$ cat src/rtl/miss_pkg.sv
package miss_pkg;
   localparam int ORD_W = 8;

   typedef enum logic [1:0] {
      CMD_READ    = 2'd0,
      CMD_READ_EX = 2'd1,
      CMD_UPGRADE = 2'd2
   } cmd_e;

   typedef enum logic [3:0] {
      OP_ALLOC   = 4'd0,
      OP_ADD     = 4'd1,
      OP_SERVICE = 4'd2,
      OP_SNOOP   = 4'd3,
      OP_FILL    = 4'd4,
      OP_POP     = 4'd5,
      OP_PROMOTE = 4'd6,
      OP_DEALLOC = 4'd7,
      OP_DN_SET  = 4'd8,
      OP_DN_CLR  = 4'd9
   } op_e;

   typedef struct packed {
      logic             cpu;
      logic             mark;
      cmd_e             cmd;
      logic [ORD_W-1:0] ord;
   } tgt_t;
endpackage

$ cat src/rtl/miss_tgt_list.sv
module miss_tgt_list
   import miss_pkg::*;
#(
   parameter  int DEPTH = 8,
   localparam int CW    = $clog2(DEPTH + 1)
) (
   input  logic                clk,
   input  logic                rst_n,
   input  logic                clear,
   input  logic                push,
   input  tgt_t                push_d,
   input  logic                pop,
   input  logic                merge,
   input  logic                replace,
   input  tgt_t [DEPTH-1:0]    merge_d,
   input  logic [CW-1:0]       merge_cnt,
   input  logic                merge_excl,
   input  logic                merge_upg,
   input  logic                fix_upg,
   input  logic                clr_marks,
   output tgt_t [DEPTH-1:0]    items,
   output logic [CW-1:0]       cnt,
   output logic                empty,
   output logic                full,
   output logic                needs_excl,
   output logic                has_upg
);
   if (DEPTH < 2) begin : g_bad_depth
      $error("miss_tgt_list: DEPTH must be at least 2");
   end

   tgt_t [DEPTH-1:0] items_q, adj, nxt;
   logic [CW-1:0]    cnt_q, ncnt;
   logic             ne_q, hu_q, nne, nhu;

   // per-slot rewrite of upgrades and marks
   for (genvar g = 0; g < DEPTH; g++) begin : g_slot
      assign adj[g] = '{cpu:  items_q[g].cpu,
                        mark: items_q[g].mark & ~clr_marks,
                        cmd:  (fix_upg && items_q[g].cmd == CMD_UPGRADE) ? CMD_READ_EX : items_q[g].cmd,
                        ord:  items_q[g].ord};
   end

   always_comb begin
      nxt  = adj;
      ncnt = cnt_q;
      nne  = ne_q;
      nhu  = hu_q & ~fix_upg;
      if (pop && cnt_q != '0) begin
         for (int i = 0; i < DEPTH - 1; i++) nxt[i] = adj[i+1];
         ncnt = cnt_q - CW'(1);
      end
      if (push && ncnt != CW'(DEPTH)) begin
         for (int i = 0; i < DEPTH; i++)
            if (CW'(i) == ncnt) nxt[i] = push_d;
         ncnt = ncnt + CW'(1);
         if (push_d.cpu && push_d.cmd != CMD_READ)    nne = 1'b1;
         if (push_d.cpu && push_d.cmd == CMD_UPGRADE) nhu = 1'b1;
      end
      if (merge) begin
         for (int j = 0; j < DEPTH; j++)
            for (int i = 0; i < DEPTH; i++)
               if (CW'(j) < merge_cnt && CW'(i) == cnt_q + CW'(j)) nxt[i] = merge_d[j];
         ncnt = cnt_q + merge_cnt;
         nne  = (ne_q & ~replace) | merge_excl;
         nhu  = (hu_q & ~replace) | merge_upg;
      end
      if (clear) begin
         ncnt = '0;
         nne  = 1'b0;
         nhu  = 1'b0;
      end
   end

   always_ff @(posedge clk) begin
      if (!rst_n) begin
         items_q <= '0;
         cnt_q   <= '0;
         ne_q    <= 1'b0;
         hu_q    <= 1'b0;
      end else begin
         items_q <= nxt;
         cnt_q   <= ncnt;
         ne_q    <= nne;
         hu_q    <= nhu;
      end
   end

   assign items      = items_q;
   assign cnt        = cnt_q;
   assign empty      = (cnt_q == '0);
   assign full       = (cnt_q == CW'(DEPTH));
   assign needs_excl = ne_q;
   assign has_upg    = hu_q;

   AST_NO_OVERFLOW: assert property (@(posedge clk) disable iff (!rst_n) cnt_q <= CW'(DEPTH));
   AST_POP_SHRINKS: assert property (@(posedge clk) disable iff (!rst_n)
      (pop && !push && !merge && !clear && cnt_q != '0) |=> cnt_q == $past(cnt_q) - CW'(1));
endmodule

$ cat src/rtl/miss_entry.sv
module miss_entry
   import miss_pkg::*;
#(
   parameter  int ADDR_W = 32,
   parameter  int SIZE_W = 7,
   parameter  int DEPTH  = 8,
   localparam int CW     = $clog2(DEPTH + 1)
) (
   input  logic              clk,
   input  logic              rst_n,
   input  logic              op_valid,
   input  logic [3:0]        op_kind,
   input  logic [ADDR_W-1:0] in_addr,
   input  logic [SIZE_W-1:0] in_size,
   input  logic [ORD_W-1:0]  in_order,
   input  logic [1:0]        in_cmd,
   input  logic              in_uncache,
   input  logic              in_simple_fwd,
   input  logic              snp_excl,
   input  logic              snp_express,
   input  logic              fill_shared,
   output logic              entry_valid,
   output logic [ADDR_W-1:0] entry_addr,
   output logic [SIZE_W-1:0] entry_size,
   output logic [ORD_W-1:0]  entry_order,
   output logic              entry_uncache,
   output logic              in_service,
   output logic              need_excl,
   output logic              upg_pending,
   output logic              pend_inval,
   output logic              pend_shared,
   output logic              dn_pending,
   output logic              snp_hit,
   output logic              snp_inhibit,
   output logic              snp_supply_excl,
   output logic              snp_shared,
   output logic              fill_shared_out,
   output logic              retired,
   output logic              pop_valid,
   output logic [1:0]        pop_cmd,
   output logic              pop_cpu,
   output logic              pop_mark,
   output logic [ORD_W-1:0]  pop_order,
   output logic [CW-1:0]     prim_cnt,
   output logic [CW-1:0]     def_cnt,
   output logic              prim_full,
   output logic              def_full,
   output logic              proto_err
);
   if (ADDR_W < 1 || SIZE_W < 1) begin : g_bad_width
      $error("miss_entry: ADDR_W and SIZE_W must be positive");
   end

   // entry state
   logic              valid_q, svc_q, dn_q, pinv_q, pshr_q, sfwd_q, unc_q, err_q;
   logic [ADDR_W-1:0] addr_q;
   logic [SIZE_W-1:0] size_q;
   logic [ORD_W-1:0]  ord_q;

   // queue wiring
   tgt_t [DEPTH-1:0] p_items, d_items, m_data;
   logic [CW-1:0]    p_cnt, d_cnt;
   logic p_empty, p_full, p_ne, p_hu, d_empty, d_full, d_ne, d_hu;
   logic p_push, p_pop, p_merge, p_clear, p_fix, p_clr, d_push, d_clear, d_fix;
   tgt_t p_push_d, d_push_d;

   op_e  kind;
   logic go_alloc, go_add, go_svc, go_snp, go_fill, go_pop, go_prom, go_deal, go_dset, go_dclr;
   logic new_excl, add_to_def, hit_c, act_c, rec_c, fshr_any, fill_merge, fits, err_now;
   logic a_alloc, a_add, a_svc, a_snp, a_prom, a_deal, a_merge, a_pop;

   assign kind     = op_e'(op_kind);
   assign go_alloc = op_valid && kind == OP_ALLOC;
   assign go_add   = op_valid && kind == OP_ADD;
   assign go_svc   = op_valid && kind == OP_SERVICE;
   assign go_snp   = op_valid && kind == OP_SNOOP;
   assign go_fill  = op_valid && kind == OP_FILL;
   assign go_pop   = op_valid && kind == OP_POP;
   assign go_prom  = op_valid && kind == OP_PROMOTE;
   assign go_deal  = op_valid && kind == OP_DEALLOC;
   assign go_dset  = op_valid && kind == OP_DN_SET;
   assign go_dclr  = op_valid && kind == OP_DN_CLR;

   // placement and snoop decisions
   assign new_excl   = cmd_e'(in_cmd) != CMD_READ;
   assign add_to_def = svc_q && (!d_empty || pinv_q || (!p_ne && new_excl));
   assign hit_c      = valid_q && svc_q && !(snp_express && dn_q);
   assign act_c      = hit_c && !pinv_q;
   assign rec_c      = act_c && (p_ne || snp_excl);
   assign fshr_any   = fill_shared || pshr_q;
   assign fill_merge = go_fill && valid_q && !fshr_any && !pinv_q && d_ne && !d_empty;
   assign fits       = ({1'b0, p_cnt} + {1'b0, d_cnt}) <= (CW+1)'(DEPTH);

   always_comb begin
      err_now = 1'b0;
      if (go_alloc && valid_q) err_now = 1'b1;
      if ((go_add || go_svc || go_fill || go_pop || go_prom || go_deal || go_dset || go_dclr) && !valid_q)
         err_now = 1'b1;
      if (go_add && valid_q && (add_to_def ? d_full : p_full)) err_now = 1'b1;
      if (go_svc && valid_q && svc_q) err_now = 1'b1;
      if (go_svc && valid_q && sfwd_q && !(p_cnt == CW'(1) && d_empty)) err_now = 1'b1;
      if (go_pop && p_empty) err_now = 1'b1;
      if (go_prom && !(p_empty && !d_empty)) err_now = 1'b1;
      if (go_deal && !(p_empty && d_empty)) err_now = 1'b1;
      if (go_snp && rec_c && p_full) err_now = 1'b1;
      if (fill_merge && !fits) err_now = 1'b1;
   end

   assign a_alloc = go_alloc && !err_now;
   assign a_add   = go_add   && !err_now;
   assign a_svc   = go_svc   && !err_now;
   assign a_snp   = go_snp   && !err_now;
   assign a_prom  = go_prom  && !err_now;
   assign a_deal  = go_deal  && !err_now;
   assign a_pop   = go_pop   && !err_now;
   assign a_merge = fill_merge && !err_now;

   // target records for the two queues
   always_comb begin
      p_push_d = '{cpu: 1'b1, mark: 1'b1, cmd: cmd_e'(in_cmd), ord: in_order};
      if (a_add) p_push_d.mark = !svc_q;
      if (a_snp) p_push_d = '{cpu: 1'b0, mark: dn_q && p_ne,
                              cmd: snp_excl ? CMD_READ_EX : CMD_READ, ord: in_order};
   end
   assign d_push_d = '{cpu: 1'b1, mark: 1'b1, cmd: cmd_e'(in_cmd), ord: in_order};

   assign p_push  = a_alloc || (a_add && !add_to_def) || (a_snp && rec_c);
   assign p_pop   = a_pop || (a_svc && sfwd_q);
   assign p_merge = a_merge || a_prom;
   assign p_clear = a_deal;
   assign p_fix   = go_snp && valid_q && snp_excl && !hit_c;
   assign p_clr   = a_svc && !sfwd_q && !dn_q;
   assign d_push  = a_add && add_to_def;
   assign d_clear = a_deal || p_merge;
   assign d_fix   = go_snp && valid_q && snp_excl;

   // marks survive promotion, are dropped when merged by a fill
   for (genvar g = 0; g < DEPTH; g++) begin : g_mrg
      assign m_data[g] = '{cpu: d_items[g].cpu, mark: a_prom & d_items[g].mark,
                           cmd: d_items[g].cmd, ord: d_items[g].ord};
   end

   miss_tgt_list #(.DEPTH(DEPTH)) u_prim (
      .clk(clk), .rst_n(rst_n), .clear(p_clear), .push(p_push), .push_d(p_push_d),
      .pop(p_pop), .merge(p_merge), .replace(a_prom), .merge_d(m_data), .merge_cnt(d_cnt),
      .merge_excl(a_prom ? d_ne : 1'b1), .merge_upg(d_hu), .fix_upg(p_fix), .clr_marks(p_clr),
      .items(p_items), .cnt(p_cnt), .empty(p_empty), .full(p_full),
      .needs_excl(p_ne), .has_upg(p_hu));

   miss_tgt_list #(.DEPTH(DEPTH)) u_defer (
      .clk(clk), .rst_n(rst_n), .clear(d_clear), .push(d_push), .push_d(d_push_d),
      .pop(1'b0), .merge(1'b0), .replace(1'b0), .merge_d(p_items), .merge_cnt(p_cnt),
      .merge_excl(1'b0), .merge_upg(1'b0), .fix_upg(d_fix), .clr_marks(1'b0),
      .items(d_items), .cnt(d_cnt), .empty(d_empty), .full(d_full),
      .needs_excl(d_ne), .has_upg(d_hu));

   always_ff @(posedge clk) begin
      if (!rst_n) begin
         valid_q <= 1'b0; svc_q <= 1'b0; dn_q <= 1'b0; pinv_q <= 1'b0; pshr_q <= 1'b0;
         sfwd_q  <= 1'b0; unc_q <= 1'b0; err_q <= 1'b0;
         addr_q  <= '0;   size_q <= '0;  ord_q <= '0;
      end else begin
         err_q <= err_q | err_now;
         if (a_alloc) begin
            valid_q <= 1'b1; addr_q <= in_addr; size_q <= in_size; ord_q <= in_order;
            unc_q <= in_uncache; sfwd_q <= in_simple_fwd;
            svc_q <= 1'b0; dn_q <= 1'b0; pinv_q <= 1'b0; pshr_q <= 1'b0;
         end
         if (a_svc && !sfwd_q) svc_q <= 1'b1;
         if (a_snp && act_c && snp_excl) pinv_q <= 1'b1;
         if (a_snp && act_c && !p_ne && !snp_excl) pshr_q <= 1'b1;
         if (a_prom) begin
            pinv_q <= 1'b0; pshr_q <= 1'b0; svc_q <= 1'b0; ord_q <= d_items[0].ord;
         end
         if (go_dset && valid_q) dn_q <= 1'b1;
         if (go_dclr && valid_q) dn_q <= 1'b0;
         if (a_deal) begin
            valid_q <= 1'b0; svc_q <= 1'b0; dn_q <= 1'b0; pinv_q <= 1'b0; pshr_q <= 1'b0;
         end
      end
   end

   assign entry_valid     = valid_q;
   assign entry_addr      = addr_q;
   assign entry_size      = size_q;
   assign entry_order     = ord_q;
   assign entry_uncache   = unc_q;
   assign in_service      = svc_q;
   assign need_excl       = p_ne;
   assign upg_pending     = p_hu;
   assign pend_inval      = pinv_q;
   assign pend_shared     = pshr_q;
   assign dn_pending      = dn_q;
   assign snp_hit         = a_snp && hit_c;
   assign snp_inhibit     = a_snp && act_c && p_ne;
   assign snp_supply_excl = a_snp && act_c && p_ne;
   assign snp_shared      = a_snp && act_c && !p_ne && !snp_excl;
   assign fill_shared_out = go_fill && fshr_any;
   assign retired         = a_svc && sfwd_q;
   assign pop_valid       = p_pop;
   assign pop_cmd         = p_items[0].cmd;
   assign pop_cpu         = p_items[0].cpu;
   assign pop_mark        = p_items[0].mark;
   assign pop_order       = p_items[0].ord;
   assign prim_cnt        = p_cnt;
   assign def_cnt         = d_cnt;
   assign prim_full       = p_full;
   assign def_full        = d_full;
   assign proto_err       = err_q;

   AST_DEFER_NEEDS_SVC: assert property (@(posedge clk) disable iff (!rst_n) !d_empty |-> svc_q);
   AST_INHIBIT_IN_SVC: assert property (@(posedge clk) disable iff (!rst_n) snp_inhibit |-> svc_q);
   AST_SHARED_NOT_INHIBIT: assert property (@(posedge clk) disable iff (!rst_n) !(snp_shared && snp_inhibit));
   AST_PROMOTE_CLEARS: assert property (@(posedge clk) disable iff (!rst_n)
      a_prom |=> (!pinv_q && !pshr_q && !svc_q));
   AST_SVC_SETS: assert property (@(posedge clk) disable iff (!rst_n)
      (go_svc && valid_q && !svc_q && !sfwd_q) |=> svc_q);
   AST_ERR_STICKY: assert property (@(posedge clk) disable iff (!rst_n) err_q |=> err_q);
endmodule

$ cat config.mk
export PLATFORM = sky130hd
export DESIGN_NAME = miss_entry
export DESIGN_NICKNAME = d
export VERILOG_FILES = /design/src/rtl/miss_pkg.sv /design/src/rtl/miss_tgt_list.sv /design/src/rtl/miss_entry.sv
export SDC_FILE = /design/constraint.sdc
export NUM_CORES = 1
export LEC_CHECK = 0
export BUFFER_PORTS_ARGS = -buffer_cell sky130_fd_sc_hd__buf_2
export CAP_MARGIN = 25
export CORE_UTILIZATION = 33
export CTS_CLUSTER_DIAMETER = 60
export CTS_CLUSTER_SIZE = 28
export DETAILED_ROUTE_END_ITERATION = 8
export GPL_TIMING_DRIVEN = 0
export PLACE_DENSITY = 0.55
export SETUP_SLACK_MARGIN = 0.02
export SLEW_MARGIN = 20
export SYNTH_ARGS = -nofsm -noshare
export SYNTH_HDL_FRONTEND = slang
export SYNTH_SLANG_ARGS = --single-unit
$ cat constraint.sdc
create_clock -name clk -period 9.2 [get_ports clk]
set_clock_uncertainty 0.1 [all_clocks]
set_input_delay 1.84 -clock clk [delete_from_list [all_inputs] [get_ports clk]]
set_output_delay 1.84 -clock clk [all_outputs]
set_load 0.02 [all_outputs]
# Yosys cells after proc, flatten, opt, wreduce, memory -nomap -nowiden
# Index checks and enable logic that the tools add are counted.
# totals
in_bits,61
out_inout_bits,85
wordCells,576
regBits,251
# classes
magnitude_cmp,9
addsub,12
n_eq_ne,102
n_mux,133
bitwise,28
reduce_logical,219
# op_table
op,n
two-way mux 12 bit,80
two-way mux 96 bit,2
== test 3 x 4 -> 1 bit (first input constant),40
logical AND 1 bit,151
two-way mux 94 bit,1
two-way mux 84 bit,1
== test 2 x 4 -> 1 bit (first input constant),20
zero test 4 bit,11
== test 1 x 4 -> 1 bit (first input constant),10
== test 2 bit (second input constant),18
two-way mux 2 bit,16
two-way mux 1 bit,27
AND 1 bit,20
AND reduction 2 bit,10
nonzero test 2 bit,9
zero test 1 bit,17
adder 4 x 3 -> 4 bit (second input constant),4
== test 4 x 3 -> 1 bit (second input constant),4
== test 4 bit (second input constant),4
logical OR 1 bit,16
< comparator 3 x 4 -> 1 bit (first input constant),4
two-way mux 8 bit,2
adder 4 x 1 -> 4 bit (second input constant),3
two-way mux 4 bit,3
16 further kinds,30

# Depth between registers and ports, before layout
# depth
word_depth,37
ltp_mapped,17
depth_no_buf,13

# Cells and area by module
# From an unflattened synthesis, not the netlist that was laid out.
# hier_totals
cells_unflattened,5129
hier_area_um2,33557.2
# by_module_without_submodules
mod,cells_per_inst,area_per_inst_um2,n_inst,seq_area_each_um2
miss_tgt_list,2376,15352.2,2,2042.0
miss_entry,377,2852.7,1,1101.1

# Worst setup path after synthesis
# OpenSTA, ideal clock, no wires.
# synth_timing
path_type,input-to-output
from,in in_cmd[0]
to,out snp_supply_excl
cell_stages,8
n_path_buf,2
t_arrival_ps,4020
required_time_ps,7260
setup_slack_ps,3240
cell_sequence,buf_1 -> o21ba_2 -> nor3_1 -> o21ai_1 -> nand3_4 -> or3_1 -> nor3b_1 -> buf_4
# synth_between
elab_chain_cells,18
# synth_rtl
element,line,source
from (decl),miss_entry.sv:16,"input logic [1:0] in_cmd,"
nonzero test 2 bit,miss_entry.sv:85,assign new_excl = cmd_e'(in_cmd) != CMD_READ;
logical AND 1 bit,miss_entry.sv:86,assign add_to_def = svc_q && (!d_empty || pinv_q || (!p_ne && new_excl));
logical OR 1 bit,miss_entry.sv:86,
logical AND 1 bit,miss_entry.sv:86,
two-way mux 1 bit,miss_entry.sv:99,if (go_add && valid_q && (add_to_def ? d_full : p_full)) err_now = 1'b1;
logical AND 1 bit,miss_entry.sv:99,
two-way mux 1 bit,miss_entry.sv:99,
two-way mux 1 bit,miss_entry.sv:100,if (go_svc && valid_q && svc_q) err_now = 1'b1;
two-way mux 1 bit,miss_entry.sv:101,if (go_svc && valid_q && sfwd_q && !(p_cnt == CW'(1) && d_empty)) err_now = 1'b1;
two-way mux 1 bit,miss_entry.sv:102,if (go_pop && p_empty) err_now = 1'b1;
two-way mux 1 bit,miss_entry.sv:103,if (go_prom && !(p_empty && !d_empty)) err_now = 1'b1;
two-way mux 1 bit,miss_entry.sv:104,if (go_deal && !(p_empty && d_empty)) err_now = 1'b1;
two-way mux 1 bit,miss_entry.sv:105,if (go_snp && rec_c && p_full) err_now = 1'b1;
two-way mux 1 bit,miss_entry.sv:106,if (fill_merge && !fits) err_now = 1'b1;
zero test 1 bit,miss_entry.sv:112,assign a_snp = go_snp && !err_now;
logical AND 1 bit,miss_entry.sv:112,
logical AND 1 bit (2 in series),-,
to (decl),miss_entry.sv:35,"output logic snp_supply_excl,"
# No other way between the ends.

# Worst setup path after layout
# layout_timing
from,"reg u_defer.cnt_q[1], in the netlist u_defer.cnt[1]"
to,out snp_supply_excl
# layout_between
elab_chain_cells,19
elab_cells_between_ends,34
cone_classes,add/sub (1); order compare (1); eq/ne (1); mux (9); reduce/logical (22)
# layout_rtl
element,line,source
from (decl),miss_tgt_list.sv:33,"logic [CW-1:0] cnt_q, ncnt;"
from (signal assigned),miss_tgt_list.sv:83,cnt_q <= ncnt;
zero test 4 bit,miss_tgt_list.sv:91,assign empty = (cnt_q == '0);
zero test 1 bit,"miss_entry.sv:86, miss_entry.sv:91, miss_entry.sv:103",
logical OR 1 bit (2 in series),miss_entry.sv:86,
logical AND 1 bit,miss_entry.sv:86,
two-way mux 1 bit,miss_entry.sv:99,
logical AND 1 bit,miss_entry.sv:99,
two-way mux 1 bit,miss_entry.sv:99,
two-way mux 1 bit,miss_entry.sv:100,
two-way mux 1 bit,miss_entry.sv:101,
two-way mux 1 bit,miss_entry.sv:102,
two-way mux 1 bit,miss_entry.sv:103,
two-way mux 1 bit,miss_entry.sv:104,
two-way mux 1 bit,miss_entry.sv:105,
two-way mux 1 bit *,miss_entry.sv:106,
zero test 1 bit *,miss_entry.sv:112,
logical AND 1 bit *,miss_entry.sv:112,
logical AND 1 bit * (2 in series),miss_entry.sv:196,assign snp_supply_excl = a_snp && act_c && p_ne;
# Mark *: on every way between the ends. The rest lies on a longest branch, timed or not.

==> metrics <==
status finished, final reports clean; max_cap viols 0; post-placement setup slack 2.36 ns; Synth Register Bits 251; cell taking the most area after synthesis dfxtp_1; Sequential cell area 0.00502 mm^2; Core Area 0.0605 mm^2; Netlist cell types 106; hpwl dp 120 mm; DRC violations left 0; Detailed Route Iter0 Violations 4272; Routed WL per cell 39.8 um; GR Util All Layers 48.4%; initial antenna violation count 4; Synth Area in XOR/XNOR 0.649%; Routed WL 156 mm; share of flip-flops with an asynchronous set or reset 0%; top_reg_cell synth dfxtp_1; crit end category output port; total negative setup slack 0 ns; Longest Clk Path Bufs 3; Synth area leaders dfxtp_1 25%, mux2i_1 7.4%, a21oi_1 7.3%; CP Class register to output port; Synth Instances 2905; Slew headroom 13.2%; Die Y 250 um; grt met3 use 22.5%; placed insts 3842; Leak 9.10 nW; setup slack after layout 2.53 ns; Num CTS Buffers 31; TritonRoute pass-1 iters 8; final net count 3180; fillcell total 6558; EDFF count, synth 0; Final Non-Filler Cells 3911; via count 26488; Syn Nets 2985; post-synthesis mux area share 10.1%; met2 usage 65.7%; Compound-Gate Fraction of Synth Area 31.1%; clock-pin slew on the worst setup and hold paths 0.09 ns; Buffers on Ports 135; H-tree Lvls 1; CTS tree built; Hold WC Path Type register to register; register area share after synthesis 24.8%; Mapped Area 0.0202 mm^2; Die X 250 um; Root Buffer clkbuf_16; post-CTS setup buffers 0; Post-CTS Resized 0; RSZ-0062 raised after global routing false; largest fanout on the critical path 9; Worst EP required 7.26 ns; Final ANT Viol Nets 0; Post-CTS Hold Fix Bufs 0; synth-to-layout area growth 15.5%; Boundary Pins 146; Tmin final 6.67 ns; clk_lat worst skew 0.64 ns; row cnt 90; area of the multi-input gates 0.0139 mm^2; Mapped Avg Cell Area 6.96 um^2; final hold vios 0; CP Data Arrival Time 4.73 ns; Max Slew Vio Count 0; Starting Density 33.5%; met1 Use GR 61.6%; first-pass GRT wire length 209 mm; Routability Congestion 1.12; Power Dens Cells 113 mW/mm^2; FMAX 150 MHz; fraction of the mapped netlist area in simple logic gates 24.8%; Critical Path Source Type register; Worst Tran Pin Value 1.30 ns; crit share post-route 72.5%; synthesized-area fraction occupied by adder cells 1.21%; global route total overflow 0; fraction of layout cells with a size suffix above 1 12.6%; vias in the first global route 24359; vias per cell 6.77; post-synth top area share 24.8%; yosys warns 0; most common cell after layout, fill and taps aside nand2_1; largest family of logic cells by synthesized area compound AO/OA/AOI/OAI gates; GR peak layer met2; most frequent cells in the layout 375 x nand2_1, 323 x nor2_1, 294 x a21oi_1; CTS Sinks 251; # setup viols final 0; largest net degree at the start of global routing 22; Die Area 0.0623 mm^2; maximum vdd drop 0.170 mV
-- cell usage after synthesis, types with 10 or more instances --
library cell / instances
o211ai_1: 41
o21ai_0: 183
a211oi_1: 66
mux2_2: 43
o2111ai_1: 17
clkbuf_1: 250
nor4_1: 23
a221oi_1: 23
nand2_1: 375
buf_4: 17
nor3_1: 85
mux2i_1: 149
a211o_1: 14
ha_1: 18
nand3_1: 116
dfxtp_1: 251
o21ai_1: 11
buf_2: 35
nor2_1: 323
a21oi_1: 294
and2_1: 22
o221ai_1: 62
o31ai_1: 16
nor3b_1: 10
o22ai_1: 60
o21a_1: 13
inv_1: 27
a221o_1: 18
nand4_1: 16
buf_1: 27
or3_1: 30
a31oi_1: 44
and3_1: 27
-- stage by stage --
step | hold WS (ns) | cell area (um^2) | total power, mW | utilization (%)
5_1_grt | 0.372 | 23300 | 2.69 | 38.6
3_5_place_dp | 0.344 | 22200 | 1.34 | 36.7
2_1_floorplan | 0.353 | 20200 | 1.24 | -
3_3_place_gp | 0.340 | 21900 | 1.33 | 36.2
4_1_cts | 0.356 | 23300 | 2.63 | 38.5
6_report | 0.355 | 23400 | 2.65 | 38.6
-- path summary, 6_finish.rpt --
kind,from,to,slack (ns),depth (start not counted)
min reg2reg,entry_uncache,entry_uncache,0.36,2
min,entry_uncache,entry_uncache,0.36,2
max reg2reg,u_defer.cnt[1],u_prim.items[76],2.58,14
max,u_defer.cnt[1],snp_supply_excl,2.53,11
-- cell families (layout without fill, tap and decap cells) --
logic type | count (synthesis) | in the layout
fa+ha+maj | 19 | 19
flops | 251 | 251
buf+inv | 364 | 584
other cells | 0 | 4
xor+xnor | 15 | 15
compound gates | 964 | 964
simple gates | 1095 | 1095
mux | 197 | 197
-- cell type report --
class,count,area share (%)
Clock buffer,33,3.44
Sequential cell,251,21.5
Timing Repair Buffer,162,3.78
Clock inverter,25,1.23
Inverter,31,0.498
Antenna cell,4,0.0429
Buffer,333,5.94
Multi-Input combinational cell,2290,59.4
Tap cell,782,4.19
-- layer usage --
metal | part of all wire (%) | routed length (um)
met1 | 40 | 61700
met2 | 38 | 59800
met3 | 15 | 23100
met4 | 7.0 | 10900
met5 | 0.032 | 50
-- power by group --
part	internal, mW	leakage, nW	total, mW	switching, mW
clock	0.677	0.526	1.32	0.642
combinational	0.0580	6.55	0.217	0.159
sequential	1.10	2.02	1.11	0.0102
-- worst max-delay path, cell delays in order, from the launching register on --
cell and delay, ns:
dfxtp_1 0.42, clkbuf_1 0.26, inv_1 0.27, ha_1 0.37, nor3b_4 0.63, nand4b_1 0.35, a32oi_2 0.47, nand3_4 0.26
or3_1 0.52, nor3b_1 0.27, buf_4 0.15, buf_2 0.15
-- registers in the layout (all words and copies together) (netlist names), 4 cells and up --
register	cells
entry_addr	32
entry_order	8
entry_size	7
u_defer.cnt	4
u_defer.items	88
u_prim.cnt	4
u_prim.items	96
(Power assumes the default switching activity.)
